### src/rtl/hs_bridge_ctrl.sv
module hs_bridge_ctrl #(
  parameter int SYNC_STAGES = 2
) (
  input  logic clk,
  input  logic rst_n,
  input  logic rd_req_i,
  input  logic wr_req_i,
  input  logic dev_ack_i,
  output logic xcvr_en_o,
  output logic bus_ack_o,
  output logic dev_req_o,
  output logic proto_err_o
);

  localparam int LAST = SYNC_STAGES - 1;

  logic [LAST:0] rd_sync, wr_sync, ack_sync;
  logic rd_s, wr_s, ack_s;
  logic rd_q, wr_q;
  logic rd_hold;
  logic rd_hold_n, xcvr_n, req_n, back_n, err_n;

  generate
    if (SYNC_STAGES > 1) begin : g_chain
      always_ff @(posedge clk or negedge rst_n) begin
        if (!rst_n) begin
          rd_sync  <= '0;
          wr_sync  <= '0;
          ack_sync <= '0;
        end else begin
          rd_sync  <= {rd_sync[LAST-1:0], rd_req_i};
          wr_sync  <= {wr_sync[LAST-1:0], wr_req_i};
          ack_sync <= {ack_sync[LAST-1:0], dev_ack_i};
        end
      end
    end else begin : g_single
      always_ff @(posedge clk or negedge rst_n) begin
        if (!rst_n) begin
          rd_sync  <= '0;
          wr_sync  <= '0;
          ack_sync <= '0;
        end else begin
          rd_sync  <= rd_req_i;
          wr_sync  <= wr_req_i;
          ack_sync <= dev_ack_i;
        end
      end
    end
  endgenerate

  assign rd_s  = rd_sync[LAST];
  assign wr_s  = wr_sync[LAST];
  assign ack_s = ack_sync[LAST];

  assign rd_hold_n = rd_s & (rd_hold | ~ack_s);
  assign xcvr_n    = (ack_s & rd_hold) | (wr_s & ~ack_s);
  assign req_n     = rd_hold | xcvr_en_o | (wr_s & dev_req_o);
  assign back_n    = (xcvr_en_o & ~wr_s) | (wr_s & ack_s & dev_req_o & ~xcvr_en_o);
  assign err_n     = proto_err_o | (rd_s & wr_s)
                   | (rd_q & ~rd_s & ~bus_ack_o)
                   | (wr_q & ~wr_s & ~bus_ack_o);

  always_ff @(posedge clk or negedge rst_n) begin
    if (!rst_n) begin
      rd_q        <= 1'b0;
      wr_q        <= 1'b0;
      rd_hold     <= 1'b0;
      xcvr_en_o   <= 1'b0;
      dev_req_o   <= 1'b0;
      bus_ack_o   <= 1'b0;
      proto_err_o <= 1'b0;
    end else begin
      rd_q        <= rd_s;
      wr_q        <= wr_s;
      rd_hold     <= rd_hold_n;
      xcvr_en_o   <= xcvr_n;
      dev_req_o   <= req_n;
      bus_ack_o   <= back_n;
      proto_err_o <= err_n;
    end
  end

endmodule

### config.mk
export PLATFORM = sky130hd
export DESIGN_NAME = hs_bridge_ctrl
export DESIGN_NICKNAME = d
export VERILOG_FILES = /design/src/rtl/hs_bridge_ctrl.sv
export SDC_FILE = /design/constraint.sdc
export NUM_CORES = 1
export LEC_CHECK = 0
export BUFFER_PORTS_ARGS = -buffer_cell sky130_fd_sc_hd__buf_4
export CAP_MARGIN = 20
export CORE_AREA = 2 2 39 41
export CTS_BUF_LIST = sky130_fd_sc_hd__clkbuf_4 sky130_fd_sc_hd__clkbuf_8
export DETAILED_ROUTE_END_ITERATION = 16
export DIE_AREA = 0 0 41 43
export GPL_ROUTABILITY_DRIVEN = 1
export PLACE_DENSITY_LB_ADDON = 0.2
export SLEW_MARGIN = 40
export SYNTH_ARGS = -nofsm -noshare
export SYNTH_HDL_FRONTEND = slang
export SYNTH_SLANG_ARGS = --single-unit
export TNS_END_PERCENT = 50
### constraint.sdc
create_clock -name clk -period 2.95 [get_ports clk]
set_clock_uncertainty 0.2 [all_clocks]
set_input_delay 0.295 -clock clk [delete_from_list [all_inputs] [get_ports clk]]
set_output_delay 0.295 -clock clk [all_outputs]
set_load 0.01 [all_outputs]
==> key figures <==
Synthesis
  • Area leader, netlist: dfrtp_1
  • Syn Area/Cell: 14.7 um^2
  • Number of synthesized flops with an enable pin: 0
  • Post-Syn Nets: 32
  • Adder-Cell Fraction of Synth Area: 0%
  • Synth Area in Simple Gates: 4.73%
  • Number of synthesized register bits: 13
  • Most frequent cell after synthesis: dfrtp_1
  • Async set-or-reset flop fraction in the synthesized netlist: 100%
  • Post-Synthesis Cells: 27
  • Synthesized cell area: 397 um^2
  • Top cell type's share of synthesized area: 82.0%
  • Post-synth top flop: dfrtp_1
  • Combinational family with the most area after synthesis: compound AO/OA/AOI/OAI gates
  • Number of distinct library cells after synthesis: 10
  • Post-synthesis compound-gate area fraction: 9.46%
  • Synth top area cells: dfrtp_1 82%, a22oi_2 3.2%, inv_1 2.8%
  • Synth Area in XOR/XNOR: 0%
  • Seq/Total Area, Yosys: 82.0%
  • Top cells by count, synth: 13 x dfrtp_1, 3 x inv_1, 2 x a21oi_1, 2 x nand2_1, 2 x o21ai_0
  • Syn. warnings: 0
  • Mux contribution to synthesized area: 0%

Pwr
  • Net load switching power: 0.0690 mW
  • Clk pwr share: 33.9%
  • Maximum vdd drop: 0.000242 V
  • Sequential share of power: 58.4%
  • Pwr dens: 609 nW/um^2
  • Sw Share: 20.7%
  • Leakage Power: 0.258 nW
  • Int Pwr: 0.264 mW
  • Logic gate share of total power: 7.8%

Global routing
  • Met2 usage: 13.4%
  • Largest net degree at the start of global routing: 14
  • GR Util met3: 4.71%
  • Initial antenna violation count: 0
  • Total gr overflow: 0
  • First-pass GRT wire length: 1010 um
  • Met1 Use GR: 9.38%
  • Gr busiest metal: met2
  • GRT Total Usage: 9.04%
  • Vias in the first global route: 260

Timing
  • Fin crit share: 44.2%
  • RSZ-0062 raised after global routing: no
  • Post-route setup slack: 1.65 ns
  • Setup TNS: 0 ns
  • Slew HR: 86.5%
  • Setup violators final: 0
  • Min cycle time layout: 1.30 ns
  • Worst-Margin Slew: 0.202 ns
  • Max-slew violations: 0
  • Maximum clock rate: 0.767 GHz
  • Final hold vios: 0

Place
  • Port buffer count: 8
  • Setup WS pre-CTS: 1.91 ns
  • Final Wtd Congestion: 0.608
  • Cell Count Post-Placement: 51
  • DPL Wire Length: 429 um

Clocking
  • Clock sinks: 13
  • CTS tree: built
  • Post-CTS Resized: 0
  • Reg clk slew, reported paths: 0.08 ns
  • H-tree depth: 1
  • Clk Latency, worst-skew pair: 0.26 ns
  • Root Buffer: clkbuf_4
  • Clock buffers created by TritonCTS: 3
  • Max Root-Sink Buffers: 2

Die
  • IO Pins: 9
  • Initial Utilization: 28.7%
  • Die area: 1760 um^2
  • Die height: 43 um
  • Row count: 14
  • Die width: 41 um
  • Core area: 1380 um^2

Setup path
  • Stages on worst setup path: 1
  • Crit Path Class: reg -> out
  • Slowest stage delay, CP: 0.40 ns
  • CP cell instances: buf_4
  • CP Launch Type: flop
  • WP data required: 2.46 ns
  • CP Capture Type: output pin
  • Worst EP arrival: 0.81 ns
  • R2R cell count: 3
  • CP bufs+invs: 1
  • Slowest stage cell, crit path: dfrtp_1
  • CP max FO: 3
  • Worst reg-to-reg setup slack: 1.92 ns
  • CP startpoint: dev_req_o$_DFF_PN0_
  • Reg-to-Reg End: proto_err_o$_DFF_PN0_
  • CP top delay family: flip-flops
  • Worst R2R Start: wr_sync[1]$_DFF_PN0_

Route
  • Post-DRT Antenna Nets: 0
  • Vias: 256
  • Wire per inst: 9.54 um
  • DRT iter0 DRCs: 1
  • Post-DR vias/cell: 4.34
  • DRC: 0
  • Drt total wl: 563 um
  • Drt pass-1 iters: 2

Layout
  • Share of post-route cells with drive strength above 1: 32.6%
  • Fillers: 132
  • Diode count: 0
  • Top Registers: ack_sync: 2 flops, rd_sync: 2 flops, wr_sync: 2 flops
  • Layout area overhead: 37.9%
  • Fin cells: 59
  • Multi-input logic area: 56.3 um^2
  • Fin nets: 49
  • Final core occ: 39.5%
  • FF/Latch Area: 325 um^2

Outcome
  • Outcome: complete, no violations

Worst hold path
  • Critical hold path startpoint: wr_sync[0]$_DFF_PN0_
  • Hold Path Class: reg -> reg
  • Hold EP: wr_sync[1]$_DFF_PN0_
  • Hold depth: 0

Run
  • Max Cap Viol: 0
==> stage by stage <==
step	power, mW	hold WS, ns	area, um^2
6_report	0.333	0.154	547
5_1_grt	0.351	0.161	547
4_1_cts	0.340	0.155	547
3_5_place_dp	0.221	-0.0546	477
3_3_place_gp	0.220	-0.0597	477
2_1_floorplan	0.205	-0.201	397
==> power by group through the flow <==
stage	combinational [mW]	sequential, mW	clock (mW)
detailed placement	0.0225	0.199	0
global placement	0.0220	0.197	0
finish	0.0259	0.194	0.113
floorplan	0.00622	0.199	0
global route	0.0292	0.196	0.126
CTS	0.0266	0.195	0.118
==> logic make-up (layout without fill, tap and decap cells) <==
logic type / after synthesis / count (layout)
buffers and inverters: 4 / 20
flip-flops: 13 / 13
AO/OA/AOI/OAI: 6 / 6
AND/OR/NAND/NOR: 4 / 4
==> per-layer routing <==
layer | wire (um) | vias to the layer above
met5 | 0 | -
met4 | 0 | 0
met3 | 38 | 0
met2 | 297 | 8
met1 | 227 | 126
li1 | - | 122
==> cell usage in the layout (no fill, tap or decap) <==
cell           count
inv_1              3
dlygate4sd3_1      4
nand3_1            1
inv_2              1
buf_4              8
a21oi_1            2
dfrtp_1           13
o21ai_1            1
clkbuf_4           4
nand2_1            2
a22oi_2            1
nand4_1            1
o21ai_0            2
==> worst reg2reg max path: cells and delay by family (launching register included) <==
kind,cells,cell delay [ns]
buf+inv,1,0.06
compound gates,2,0.20
flops,1,0.45
==> worst max-delay path by stage <==
stage | to | slack (ns)
final | dev_req_o | 1.65
after global placement | proto_err_o$_DFF_PN0_ | 1.94
after CTS | bus_ack_o | 1.63
after global routing | bus_ack_o | 1.61
after floorplan | proto_err_o$_DFF_PN0_ | 2.00
after detailed placement | proto_err_o$_DFF_PN0_ | 1.91
==> repair_timing <==
action | 4_1_cts | 5_1_grt
buffers inserted | 0 | 0
hold buffers | 4 | 0
hold endpoints to repair | 16 | 0
==> cell type report <==
| cell class | count | area share (%) |
|---|---|---|
| flip-flops and latches | 13 | 59.5 |
| inverters | 4 | 2.75 |
| repair buffers | 12 | 18.3 |
| well taps | 16 | 3.66 |
| clock buffers | 4 | 5.49 |
| multi-input cells | 10 | 10.3 |
Note: power is estimated with default switching activity, not from simulation.
